## src/rtl/burst_addr_pkg.sv

```systemverilog
package burst_addr_pkg;

  typedef enum logic [1:0] {
    BK_FIXED = 2'b00,
    BK_INCR  = 2'b01,
    BK_WRAP  = 2'b10,
    BK_RSVD  = 2'b11
  } burst_kind_e;

endpackage

```

## src/rtl/burst_legal_chk.sv

```systemverilog
module burst_legal_chk
  import burst_addr_pkg::*;
#(
  parameter int ADDR_W = 32,
  parameter int LEN_W  = 8,
  parameter int SIZE_W = 3
) (
  input  logic [ADDR_W-1:0] start_addr,
  input  logic [LEN_W-1:0]  len,
  input  logic [SIZE_W-1:0] size,
  input  burst_kind_e       kind,
  output logic              legal
);

  localparam logic [ADDR_W-1:0] ALL_ONES = {ADDR_W{1'b1}};

  logic [ADDR_W-1:0] low_mask;
  logic              aligned;
  logic              wrap_len_ok;

  // Bits below the beat size must be zero for a wrapping start.
  assign low_mask = ~(ALL_ONES << size);
  assign aligned  = (start_addr & low_mask) == '0;

  always_comb begin
    case (len)
      LEN_W'(1), LEN_W'(3), LEN_W'(7), LEN_W'(15): wrap_len_ok = 1'b1;
      default:                                     wrap_len_ok = 1'b0;
    endcase
  end

  always_comb begin
    case (kind)
      BK_FIXED: legal = 1'b1;
      BK_INCR:  legal = 1'b1;
      BK_WRAP:  legal = wrap_len_ok && aligned;
      default:  legal = 1'b0;
    endcase
  end

endmodule

```

## src/rtl/burst_wrap_bounds.sv

```systemverilog
module burst_wrap_bounds #(
  parameter int ADDR_W = 32,
  parameter int LEN_W  = 8,
  parameter int SIZE_W = 3
) (
  input  logic [ADDR_W-1:0] start_addr,
  input  logic [LEN_W-1:0]  len,
  input  logic [SIZE_W-1:0] size,
  output logic [ADDR_W-1:0] win_lo,
  output logic [ADDR_W-1:0] win_hi
);

  localparam int PAD_W = ADDR_W - LEN_W;

  logic [ADDR_W-1:0] beats;
  logic [ADDR_W-1:0] total;

  // Total bytes of the burst. Only meaningful for legal wrap lengths,
  // where it is a power of two.
  assign beats  = {{PAD_W{1'b0}}, len} + ADDR_W'(1);
  assign total  = beats << size;
  assign win_lo = start_addr & ~(total - ADDR_W'(1));
  assign win_hi = win_lo + total;

endmodule

```

## src/rtl/burst_step.sv

```systemverilog
module burst_step
  import burst_addr_pkg::*;
#(
  parameter int ADDR_W = 32,
  parameter int SIZE_W = 3
) (
  input  logic [ADDR_W-1:0] cur_addr,
  input  logic [SIZE_W-1:0] size,
  input  burst_kind_e       kind,
  input  logic [ADDR_W-1:0] win_lo,
  input  logic [ADDR_W-1:0] win_hi,
  output logic [ADDR_W-1:0] nxt_addr
);

  localparam logic [ADDR_W-1:0] ONE      = ADDR_W'(1);
  localparam logic [ADDR_W-1:0] ALL_ONES = {ADDR_W{1'b1}};

  logic [ADDR_W-1:0] step_bytes;
  logic [ADDR_W-1:0] aligned_cur;
  logic [ADDR_W-1:0] bumped;

  assign step_bytes  = ONE << size;
  assign aligned_cur = cur_addr & (ALL_ONES << size);
  assign bumped      = aligned_cur + step_bytes;

  always_comb begin
    case (kind)
      BK_FIXED: nxt_addr = cur_addr;
      BK_WRAP:  nxt_addr = (bumped == win_hi) ? win_lo : bumped;
      default:  nxt_addr = bumped;
    endcase
  end

endmodule

```

## src/rtl/burst_seq_ctrl.sv

```systemverilog
module burst_seq_ctrl
  import burst_addr_pkg::*;
#(
  parameter int ADDR_W = 32,
  parameter int LEN_W  = 8,
  parameter int SIZE_W = 3
) (
  input  logic              clk,
  input  logic              rst,
  input  logic              req_valid,
  output logic              req_ready,
  input  logic [ADDR_W-1:0] req_addr,
  input  logic [LEN_W-1:0]  req_len,
  input  logic [SIZE_W-1:0] req_size,
  input  burst_kind_e       req_kind,
  input  logic              req_legal,
  input  logic [ADDR_W-1:0] req_win_lo,
  input  logic [ADDR_W-1:0] req_win_hi,
  output logic              req_err,
  output logic              beat_valid,
  input  logic              beat_ready,
  output logic [ADDR_W-1:0] beat_addr,
  output logic              beat_last,
  input  logic [ADDR_W-1:0] step_addr,
  output burst_kind_e       cur_kind,
  output logic [SIZE_W-1:0] cur_size,
  output logic [ADDR_W-1:0] cur_lo,
  output logic [ADDR_W-1:0] cur_hi
);

  localparam logic [ADDR_W-1:0] ALL_ONES = {ADDR_W{1'b1}};

  logic [LEN_W-1:0] remain;
  logic             take_req;
  logic             take_beat;

  assign take_req  = req_valid && req_ready;
  assign take_beat = beat_valid && beat_ready;

  always_ff @(posedge clk) begin
    if (rst) begin
      req_ready  <= 1'b1;
      req_err    <= 1'b0;
      beat_valid <= 1'b0;
      beat_last  <= 1'b0;
      beat_addr  <= '0;
      remain     <= '0;
      cur_kind   <= BK_FIXED;
      cur_size   <= '0;
      cur_lo     <= '0;
      cur_hi     <= '0;
    end else begin
      req_err <= 1'b0;
      if (take_req) begin
        if (req_legal) begin
          req_ready  <= 1'b0;
          beat_valid <= 1'b1;
          beat_addr  <= req_addr;
          beat_last  <= (req_len == '0);
          remain     <= req_len;
          cur_kind   <= req_kind;
          cur_size   <= req_size;
          cur_lo     <= req_win_lo;
          cur_hi     <= req_win_hi;
        end else begin
          req_err <= 1'b1;
        end
      end else if (take_beat) begin
        if (beat_last) begin
          beat_valid <= 1'b0;
          beat_last  <= 1'b0;
          req_ready  <= 1'b1;
        end else begin
          beat_addr <= step_addr;
          remain    <= remain - LEN_W'(1);
          beat_last <= (remain == LEN_W'(1));
        end
      end
    end
  end

  AST_RESET_IDLE: assert property (@(posedge clk)
    rst |=> (req_ready && !beat_valid && !req_err && !beat_last)) else $error("reset idle");

  AST_BUSY_BLOCKS_REQ: assert property (@(posedge clk) disable iff (rst)
    beat_valid |-> !req_ready) else $error("request taken while busy");

  AST_LAST_THEN_IDLE: assert property (@(posedge clk) disable iff (rst)
    (take_beat && beat_last) |=> (!beat_valid && req_ready)) else $error("burst did not end");

  AST_LAST_ONLY_FINAL: assert property (@(posedge clk) disable iff (rst)
    (beat_valid && beat_last) |-> (remain == '0)) else $error("last flag early");

  AST_HOLD_STALLED: assert property (@(posedge clk) disable iff (rst)
    (beat_valid && !beat_ready) |=> (beat_valid && $stable(beat_addr) && $stable(beat_last)))
    else $error("beat changed under stall");

  AST_FIXED_REPEAT: assert property (@(posedge clk) disable iff (rst)
    (take_beat && !beat_last && cur_kind == BK_FIXED) |=> (beat_addr == $past(beat_addr)))
    else $error("fixed address moved");

  AST_INCR_ALIGNED: assert property (@(posedge clk) disable iff (rst)
    (take_beat && !beat_last && cur_kind == BK_INCR) |=> ((beat_addr & ~(ALL_ONES << cur_size)) == '0))
    else $error("incrementing beat unaligned");

  AST_WRAP_IN_WINDOW: assert property (@(posedge clk) disable iff (rst)
    (beat_valid && cur_kind == BK_WRAP) |-> ((beat_addr - cur_lo) < (cur_hi - cur_lo)))
    else $error("wrap address outside window");

  AST_ERR_NO_BEAT: assert property (@(posedge clk) disable iff (rst)
    req_err |-> (!beat_valid && req_ready)) else $error("refused request emitted beats");

endmodule

```

## src/rtl/burst_addr_gen.sv

```systemverilog
module burst_addr_gen
  import burst_addr_pkg::*;
#(
  parameter int ADDR_W = 32,
  parameter int LEN_W  = 8,
  parameter int SIZE_W = 3
) (
  input  logic              clk,
  input  logic              rst,
  input  logic              req_valid,
  output logic              req_ready,
  input  logic [ADDR_W-1:0] req_addr,
  input  logic [LEN_W-1:0]  req_len,
  input  logic [SIZE_W-1:0] req_size,
  input  logic [1:0]        req_kind,
  output logic              req_err,
  output logic              beat_valid,
  input  logic              beat_ready,
  output logic [ADDR_W-1:0] beat_addr,
  output logic              beat_last
);

  burst_kind_e       kind_in;
  logic              legal;
  logic [ADDR_W-1:0] req_lo;
  logic [ADDR_W-1:0] req_hi;
  logic [ADDR_W-1:0] nxt_addr;
  burst_kind_e       cur_kind;
  logic [SIZE_W-1:0] cur_size;
  logic [ADDR_W-1:0] cur_lo;
  logic [ADDR_W-1:0] cur_hi;

  assign kind_in = burst_kind_e'(req_kind);

  burst_legal_chk #(.ADDR_W(ADDR_W), .LEN_W(LEN_W), .SIZE_W(SIZE_W)) u_legal (
    .start_addr (req_addr),
    .len        (req_len),
    .size       (req_size),
    .kind       (kind_in),
    .legal      (legal)
  );

  burst_wrap_bounds #(.ADDR_W(ADDR_W), .LEN_W(LEN_W), .SIZE_W(SIZE_W)) u_bounds (
    .start_addr (req_addr),
    .len        (req_len),
    .size       (req_size),
    .win_lo     (req_lo),
    .win_hi     (req_hi)
  );

  burst_step #(.ADDR_W(ADDR_W), .SIZE_W(SIZE_W)) u_step (
    .cur_addr (beat_addr),
    .size     (cur_size),
    .kind     (cur_kind),
    .win_lo   (cur_lo),
    .win_hi   (cur_hi),
    .nxt_addr (nxt_addr)
  );

  burst_seq_ctrl #(.ADDR_W(ADDR_W), .LEN_W(LEN_W), .SIZE_W(SIZE_W)) u_ctrl (
    .clk        (clk),
    .rst        (rst),
    .req_valid  (req_valid),
    .req_ready  (req_ready),
    .req_addr   (req_addr),
    .req_len    (req_len),
    .req_size   (req_size),
    .req_kind   (kind_in),
    .req_legal  (legal),
    .req_win_lo (req_lo),
    .req_win_hi (req_hi),
    .req_err    (req_err),
    .beat_valid (beat_valid),
    .beat_ready (beat_ready),
    .beat_addr  (beat_addr),
    .beat_last  (beat_last),
    .step_addr  (nxt_addr),
    .cur_kind   (cur_kind),
    .cur_size   (cur_size),
    .cur_lo     (cur_lo),
    .cur_hi     (cur_hi)
  );

endmodule

```

## config.mk

```make
export PLATFORM = sky130hd
export DESIGN_NAME = burst_addr_gen
export DESIGN_NICKNAME = d
export VERILOG_FILES = /design/src/rtl/burst_addr_pkg.sv /design/src/rtl/burst_legal_chk.sv /design/src/rtl/burst_wrap_bounds.sv /design/src/rtl/burst_step.sv /design/src/rtl/burst_seq_ctrl.sv /design/src/rtl/burst_addr_gen.sv
export SDC_FILE = /design/constraint.sdc
export NUM_CORES = 1
export LEC_CHECK = 0
export BUFFER_PORTS_ARGS = -buffer_cell sky130_fd_sc_hd__buf_2
export CORE_MARGIN = 5
export CORE_UTILIZATION = 54
export CTS_BUF_LIST = sky130_fd_sc_hd__clkbuf_4
export DETAILED_ROUTE_END_ITERATION = 7
export PLACE_DENSITY = 0.73
export REMOVE_ABC_BUFFERS = 1
export SLEW_MARGIN = 25
export SYNTH_ARGS = -nofsm -noshare
export SYNTH_HDL_FRONTEND = slang
export SYNTH_SLANG_ARGS = --single-unit
```

## constraint.sdc

```tcl
create_clock -name clk -period 13.85 [get_ports clk]
set_input_delay 2.77 -clock clk [delete_from_list [all_inputs] [get_ports clk]]
set_output_delay 2.77 -clock clk [all_outputs]
set_load 0.01 [all_outputs]
```

== Word-level counts from Yosys, hierarchy flattened ==
Index checks and enable logic that the tools add are counted.

* Equality and inequality tests: 12
* Shifts and indexed selects: 4
* Reduce and logical (&&, ||, !) cells: 17
* $add $sub $neg: 5
* Muxes and demuxes: 25
* Bitwise operators: 6

{| class="wikitable"
|+ Operators by type and width
! operator !! count
|-
| 2-to-1 mux 32 bit || 5
|-
| AND 32 bit || 3
|-
| adder 32 bit || 2
|-
| NOT 32 bit || 2
|-
| case mux 32 bit (2 select lines) || 1
|-
| left shift 32 x 3 -> 32 bit (first input constant) || 2
|-
| equality test 32 bit || 1
|-
| logical NOT 32 bit || 1
|-
| 2-to-1 mux 8 bit || 4
|-
| left shift 1 x 3 -> 32 bit (first input constant) || 1
|-
| left shift 32 x 3 -> 32 bit || 1
|-
| subtractor 32 x 1 -> 32 bit (second input constant) || 1
|-
| equality test 8 x 1 -> 1 bit (second input constant) || 2
|-
| 2-to-1 mux 1 bit || 14
|-
| adder 8 x 1 -> 9 bit (second input constant) || 1
|-
| equality test 8 x 2 -> 1 bit (second input constant) || 1
|-
| equality test 8 x 3 -> 1 bit (second input constant) || 1
|-
| equality test 8 x 4 -> 1 bit (second input constant) || 1
|-
| logical NOT 8 bit || 1
|-
| subtractor 8 x 1 -> 8 bit (second input constant) || 1
|-
| AND reduction 3 bit || 2
|-
| equality test 2 bit (second input constant) || 2
|-
| logical NOT 2 bit || 2
|-
| != test 2 bit (second input constant) || 2
|-
| 10 further kinds || 15
|}

* Register bits: 113
* Output and inout bits: 36
* Input bits: 49
* Word-level logic and storage cells: 79

== Depth between registers and ports, before layout ==
Gate-level depths: netlist (run 1).

* Depth after elaboration: 9
* Gate-level depth with buffers: 22
* Gate-level depth less buffers: 20

== Hierarchy ==
Synthesis (run 1) repeated with hierarchy kept, for this count alone.

* Cells, all modules: 1596
* Area, all modules: 11151.9 um^2

{| class="wikitable"
|+ By module, submodules not included
! module !! seq. area each (um^2) !! instances !! area an instance (um^2) !! cells an instance
|-
| burst_seq_ctrl || 2262.2 || 1 || 4381.7 || 563
|-
| burst_step || 0.0 || 1 || 3901.2 || 587
|-
| burst_wrap_bounds || 0.0 || 1 || 2780.2 || 431
|-
| burst_legal_chk || 0.0 || 1 || 88.8 || 15
|}

== Worst setup path after synthesis (run 1) ==
Ideal clock, no wire load.

* Kind: input-to-reg
* Start: in req_len[0]
* End: reg u_ctrl.cur_hi[31]
* Setup time: 0.074 ns
* Arrival time: 7.372 ns
* Setup slack: 6.404 ns
* Data required time: 13.776 ns
* Path buffers: 2
* Cell stages on the path: 19
* Path through: clkbuf_1 inv_1 ha_1 clkbuf_1 nand2b_1 o211ai_1 nand3_1 a221o_1 nor4_4 nand2_1 nor3b_1 ha_1 and2_1 ha_1 nand3_1 o21ai_0 o21ai_2 or4_1 a31oi_1

* Cells in the longest elaborated chain, start to end: 6
* Elaborated cells on any way between the ends: 15
* Classes of those cells: 3 x add/sub; 4 x eq/ne; 1 x shift; 2 x mux; 2 x bitwise; 3 x reduce/logical

{| class="wikitable"
|+ Ends and longest elaborated chain
! item !! line !! RTL
|-
| from (decl) || burst_addr_gen.sv:13 || <nowiki>input logic [LEN_W-1:0] req_len,</nowiki>
|-
| adder 8 x 1 -> 9 bit || burst_wrap_bounds.sv:20 || <nowiki>assign beats = {{PAD_W{1'b0}}, len} + ADDR_W'(1);</nowiki>
|-
| left shift 32 x 3 -> 32 bit || burst_wrap_bounds.sv:21 || <nowiki>assign total = beats << size;</nowiki>
|-
| subtractor 32 x 1 -> 32 bit || burst_wrap_bounds.sv:22 || <nowiki>assign win_lo = start_addr & ~(total - ADDR_W'(1));</nowiki>
|-
| NOT 32 bit || burst_wrap_bounds.sv:22 ||
|-
| AND 32 bit || burst_wrap_bounds.sv:22 ||
|-
| via req_lo[15] || burst_addr_gen.sv:25 || <nowiki>logic [ADDR_W-1:0] req_lo;</nowiki>
|-
| adder 32 bit || burst_wrap_bounds.sv:23 || <nowiki>assign win_hi = win_lo + total;</nowiki>
|-
| to (signal assigned) || burst_seq_ctrl.sv:64 || <nowiki>cur_hi <= req_win_hi;</nowiki>
|-
| to (decl) || burst_seq_ctrl.sv:28 || <nowiki>output logic [ADDR_W-1:0] cur_hi</nowiki>
|}

The timed path passes the listed nets, and every way through them passes these cells.
A chain may end at the register's enable or synchronous reset.

== Worst setup path in the final report (run 1) ==
Ends and elaborated chain as after synthesis.

==> run summary, run 1 <==
Initial antenna violation count: 1
DR pass1 iterations: 6
Ports: 85
Switching share of total power: 36.6%
Avg WL per Cell: 20.6 µm
Avg Inst Size Synth: 7.52 µm²
Worst slew pin tran: 1.12 ns
DRC: 0
Layout cells sized above 1: 12.2%
Root Buffer: clkbuf_4
First DRT Iteration DRCs: 1216
EDFF count, synth: 0
Max Fclk: 126 MHz
Routed Antenna Nets: 0
Synth Instances: 1291
Most frequent cells in the layout: nand2_1 (134), dfxtp_1 (113), a21oi_1 (110), buf_2 (83), nor2_1 (80)
Post-CTS setup buffers: 0
Share of flip-flops with an asynchronous set or reset: 0%
Multi-input logic area: 0.00696 mm²
Critical Setup Path Class: input pin to register
Yosys top cell by area: dfxtp_1
HP Class: register to register
Finish-stage setup viols: 0
Final Hold Fails: 0
Power Dens Cells: 86.2 mW/mm²
NetSw: 330 µW
Vias per cell: 6.56
Slew HR: 25.1%
Die area: 0.0208 mm²
Hold_buf cts: 0
HPWL Detailed: 22800 µm
Sequential power share: 40.5%
Metal3 WL: 2980 µm
Slowest cell on the critical path: o21ai_0
Die X: 144 µm
Synth top area cells: dfxtp_1 (23%), a21oi_1 (5.7%), nand2_1 (5.2%), xnor2_1 (4.9%), mux2i_1 (3.9%)
Fillers: 1730
Post-layout util: 58.5%
Clk_skew: 0.0203 ns
FP Rows: 49
CTS tree: built
Met1 wire length: 14700 µm
Count of cell types in the netlist: 90
Register Area: 0.00226 mm²
Post-layout min period: 7.95 ns
Max clock buf depth: 2
Commonest non-fill, non-tap cell in the layout: nand2_1
Global-route wire length before repair: 50700 µm
PostCTS Resize Cnt: 0
Core box area: 0.0178 mm²
GRT Total Usage: 30.7%
CP cell instances: buf_2, ha_1, xnor2_1, mux2i_1, a221o_1, a221o_1, nor4_4, nand2_1, nor3b_1, ha_1, and2_1, ha_1, nand3_1, o21ai_0, o21ai_2, or4_1, a31oi_1
Port bufs: 84
Cell Area, Synth: 0.00971 mm²
GRT overflow: 0
Nets: 1385
Final WL: 32000 µm
Leak: 4.03 nW
Initial Util: 54.4%
Area growth syn-to-layout: 7.62%
Unrepaired setup endpoints after global routing: no
Crit end category: register
Post-route clock period utilization: 57.4%
Number of max-cap violations: 0
Largest net degree at the start of global routing: 78
Setup total negative slack: 0 ns
Die Y: 144 µm
Vias: 10200
Max stage delay on crit path: 0.66 ns
Vias in the first global route: 9199
H-tree depth: 4
Dominant synthesized flop cell: dfxtp_1
Clk slew on worst S/H paths: 0.12 ns
Ys Warns: 0
Crit-path max FO: 24
Final Wtd Congestion: 0.947
Outcome: completed
Req. time, crit path: 14.34 ns
Cell mode on critical path: ha_1
Gate power share: 29.2%
Seq/Total Area, Yosys: 23.3%
Top cell type's share of synthesized area: 23.3%
Tot Pwr: 900 µW
Maximum VDD drop: 0.0898 mV
Met2 Wirelength: 13600 µm
Internal power: 570 µW
Worst skew pair latency: 0.55 ns
Clk sink count: 113
Worst Path Arrival: 8.44 ns
Final Max Tran Viols: 0
Clk pwr share: 30.3%
Crit path launch type: input pin
CTS Buf Count: 17
Uppermost layer routed: met4
Yosys reg bits: 113
==> cell families (layout without fill, tap and decap cells) <==
family	Yosys count	count (layout)	share of synthesized area, %
muxes	45	45	4.77
xor gates and xnor gates	87	87	8.96
adders and majority gates	25	25	3.30
buffers and inverters	127	160	5.35
other	0	1	0
and+or+nand+nor	520	520	28.6
DFF	113	113	23.3
AOI/OAI and AO/OA	374	374	25.7
==> Yosys cell counts, drive strengths merged (21+ instances only) <==
library cell	instances
clkbuf	74
nor3	30
xor2	26
nand2	135
o21ai	56
nand4	22
nand3	57
a21oi	110
buf	21
a211oi	29
o22ai	36
and2	22
inv	31
xnor2	54
mux2i	38
and3	47
ha	24
dfxtp	113
nor2	81
==> flip-flops by register name, indices dropped and copies added (netlist names) <==
signal	count
u_ctrl.req_err	1
u_ctrl.beat_valid	1
u_ctrl.cur_size	3
u_ctrl.req_ready	1
u_ctrl.beat_last	1
u_ctrl.beat_addr	32
u_ctrl.cur_hi	32
u_ctrl.cur_kind	2
u_ctrl.cur_lo	32
u_ctrl.remain	8
==> power by group through the flow <==
stage	Combinational [mW]	Clock [mW]	Sequential (mW)
global placement	0.253	0	0.370
CTS	0.258	0.276	0.363
global route	0.287	0.291	0.367
detailed placement	0.256	0	0.371
finish	0.263	0.273	0.364
floorplan	0.172	0	0.367
==> area by class of cell <==
cell class	instances	area share (%)
clock inverter	14	1.57
clock buffer	18	1.29
timing repair buffer	96	4.91
tap	229	2.74
multi-input combinational	1051	66.7
sequential	113	21.7
inverter	32	1.15
antenna	1	0.0240
==> worst paths after layout <==
path,start,endpoint,slack [ns],cells after the start
worst min register to register,u_ctrl.cur_lo[18],u_ctrl.cur_lo[18],0.46,2
worst max register to register,u_ctrl.cur_size[2],u_ctrl.beat_addr[10],8.08,15
worst min-delay path,u_ctrl.cur_lo[18],u_ctrl.cur_lo[18],0.46,2
worst max-delay path,req_len[0],u_ctrl.cur_hi[31],5.90,17
==> per-stage QoR <==
step,hold slack [ns],worst slack (ns),instances,area [µm²]
2_1_floorplan,0.425,5.99,1196,9310
3_3_place_gp,0.437,5.57,1521,10100
3_5_place_dp,0.444,5.44,1521,10100
4_1_cts,0.460,6.02,1553,10400
5_1_grt,0.484,5.46,1554,10400
6_report,0.456,5.90,1554,10400
==> critical path: cells and delay by family <==
family          cells  cell delay, ns
compound gates      5            1.86
xor+xnor            1            0.23
fa+ha+maj           3            1.26
buf+inv             1            0.35
mux                 1            0.15
simple gates        6            1.80
==> metal layers <==
metal  track usage (%)  vias up
met3              6.25       60
met4              9.17        0
met5                 0        -
met2              44.5      494
met1              45.8     4785
li1                  -     4848
Power figures use the tool's default switching activity.
==> run 2: changes to the inputs <==
Settings changed: PLACE_DENSITY 0.73 to 0.76.
Clock period 13.85 ns to 7.2 ns, I/O delays scaled along.
==> run 2 against run 1 <==
Sequential power grew 93%; largest power group unchanged; hold slack gained 0.0042 ns; sequential share of layout area is essentially flat; critical path depth is the same.
==> run summary, run 2 (synthesis results as in run 1) <==
Vias in the first global route: 9129 (was 9199)
Post-layout util: 58.5% (about the same)
Outcome: completed (unchanged)
Layout cells sized above 1: 12.4% (was 12.2%)
Multi-input logic area: 0.00696 mm² (about the same)
HPWL Detailed: 23400 µm (was 22800 µm)
Root Buffer: clkbuf_4 (unchanged)
Setup ws final: 0.961 ns (was 5.90 ns)
Clk sink count: 113 (unchanged)
Switching share of total power: 37.1% (was 36.6%)
Slew HR: 30.4% (was 25.1%)
Crit-path max FO: 24 (unchanged)
Die Y: 144 µm (unchanged)
Vias: 10200 (about the same)
Post-route clock period utilization: 86.7%
CTS tree: built (unchanged)
Power Dens Cells: 160 mW/mm² (was 86.2 mW/mm²)
Worst slew pin tran: 1.04 ns (was 1.12 ns)
Critical Setup Path Class: input pin to register (unchanged)
Leak: 4.04 nW (was 4.03 nW)
Most frequent cells in the layout: nand2_1 (134), dfxtp_1 (113), a21oi_1 (109), buf_2 (83), nor2_1 (80) (was nand2_1 (134), dfxtp_1 (113), a21oi_1 (110), buf_2 (83), nor2_1 (80))
Fillers: 1705 (was 1730)
Post-CTS setup buffers: 0 (unchanged)
DRC: 0 (unchanged)
Crit-path leading delay family: simple AND/OR/NAND/NOR gates (was compound AO/OA/AOI/OAI gates)
Largest net degree at the start of global routing: 77 (was 78)
Final Hold Fails: 0 (unchanged)
CP cell instances: buf_2, ha_1, xnor2_1, mux2i_1, a221o_1, a221o_1, nor4_4, nand2_1, nor3b_1, ha_1, and2_1, ha_1, nand2_1, o21ai_0, nand3_2, or3_1, a311oi_1 (was buf_2, ha_1, xnor2_1, mux2i_1, a221o_1, a221o_1, nor4_4, nand2_1, nor3b_1, ha_1, and2_1, ha_1, nand3_1, o21ai_0, o21ai_2, or4_1, a31oi_1)
GRT overflow: 0 (unchanged)
Req. time, crit path: 7.67 ns (was 14.34 ns)
Finish-stage setup viols: 0 (unchanged)
Cell mode on critical path: ha_1 (unchanged)
Max clock buf depth: 2 (unchanged)
Crit end category: register (unchanged)
Worst skew pair latency: 0.57 ns (was 0.55 ns)
Register Area: 0.00226 mm² (unchanged)
Post-Place Setup Slack: 0.448 ns (was 5.44 ns)
H-tree depth: 4 (unchanged)
Internal power: 1.05 mW (was 570 µW)
Routed Antenna Nets: 0 (unchanged)
Slowest cell on the critical path: nor4_4 (was o21ai_0)
Clk slew on worst S/H paths: 0.11 ns (was 0.12 ns)
Largest regs: u_ctrl.beat_addr: 32 flops, u_ctrl.cur_hi: 32 flops, u_ctrl.cur_lo: 32 flops (unchanged)
Core box area: 0.0178 mm² (unchanged)
GRT Total Usage: 30.7% (about the same)
Clk_skew: 0.0175 ns (was 0.0203 ns)
Final Wtd Congestion: 0.953 (was 0.947)
Crit path launch type: input pin (unchanged)
Gate power share: 30.3% (was 29.2%)
Hold_buf cts: 0 (unchanged)
PostCTS Resize Cnt: 0 (unchanged)
Worst Path Arrival: 6.71 ns (was 8.44 ns)
Nets: 1391 (was 1385)
Initial antenna violation count: 1 (unchanged)
Max stage delay on crit path: 0.51 ns (was 0.66 ns)
DR pass1 iterations: 7 (was 6)
Port bufs: 84 (unchanged)
Worst path bufs/invs: 1 (unchanged)
Unrepaired setup endpoints after global routing: no (unchanged)
Area growth syn-to-layout: 7.55% (was 7.62%)
CTS Buf Count: 17 (unchanged)
Ports: 85 (unchanged)
Non-filler cells, final: 1559 (was 1554)
Dpl cells: 1527 (was 1521)
Clk pwr share: 27.8% (was 30.3%)
Final Max Tran Viols: 0 (unchanged)
Die area: 0.0208 mm² (unchanged)
Commonest non-fill, non-tap cell in the layout: nand2_1 (unchanged)
Die X: 144 µm (unchanged)
FP Rows: 49 (unchanged)
Maximum VDD drop: 0.140 mV (was 0.0898 mV)
Global-route wire length before repair: 50200 µm (was 50700 µm)
Avg WL per Cell: 20.6 µm (about the same)
First DRT Iteration DRCs: 1152 (was 1216)
Post-layout min period: 6.24 ns
Number of max-cap violations: 0 (unchanged)
HP Class: register to register (unchanged)
Final WL: 32100 µm (was 32000 µm)
Max Fclk: 160 MHz
Vias per cell: 6.52 (was 6.56)
Sequential power share: 41.9% (was 40.5%)
Initial Util: 54.4% (unchanged)
NetSw: 620 µW (was 330 µW)
-- run 2: metrics by stage --
| stage | total power, mW | setup TNS (ns) | hold WS, ns | cell area (µm²) |
|---|---|---|---|---|
| 6_report | 1.67 | 0 | 0.461 | 10400 |
| 3_3_place_gp | 1.20 | 0 | 0.438 | 10200 |
| 2_1_floorplan | 1.04 | -13.71 | 0.425 | 9310 |
| 4_1_cts | 1.66 | 0 | 0.457 | 10400 |
| 3_5_place_dp | 1.21 | 0 | 0.445 | 10200 |
| 5_1_grt | 1.76 | 0 | 0.480 | 10400 |
-- run 2: cell type report --
cell class,instances,share of cell area [%]
Multi-Input combinational cell,1051,66.6
Sequential cell,113,21.7
Timing Repair Buffer,102,5.35
Tap cell,229,2.74
Clock buffer,17,1.22
Clock inverter,13,1.17
Inverter,32,1.15
Antenna cell,2,0.0479
-- run 2: power by group through the flow --
stage | clock, mW | sequential, mW | combinational [mW]
after floorplan | 0 | 0.705 | 0.331
after global placement | 0 | 0.712 | 0.490
after detailed placement | 0 | 0.713 | 0.493
after CTS | 0.467 | 0.699 | 0.497
after global routing | 0.497 | 0.705 | 0.555
final | 0.465 | 0.701 | 0.506
-- run 2: final timing paths --
path / from / to / slack [ns] / cells past startpoint
max: req_len[0] / u_ctrl.cur_hi[30] / 0.96 / 17
min: u_ctrl.cur_lo[2] / u_ctrl.cur_lo[2] / 0.46 / 2
max reg2reg: u_ctrl.cur_size[2] / u_ctrl.beat_addr[31] / 1.91 / 15
min reg2reg: u_ctrl.cur_lo[2] / u_ctrl.cur_lo[2] / 0.46 / 2
-- run 2: per-layer routing --
layer,vias to the layer above,track usage [%],share of wire [%]
met4,0,7.28,1.7
met1,4774,44.7,45
met5,-,0,0
li1,4852,-,-
met3,58,7.28,10
met2,476,46.0,44
-- run 2: worst min-delay path, cell delays in order (launching register included) --
cell     delay, ns
dfxtp_1       0.32
nand2_1       0.05
a21oi_1       0.05
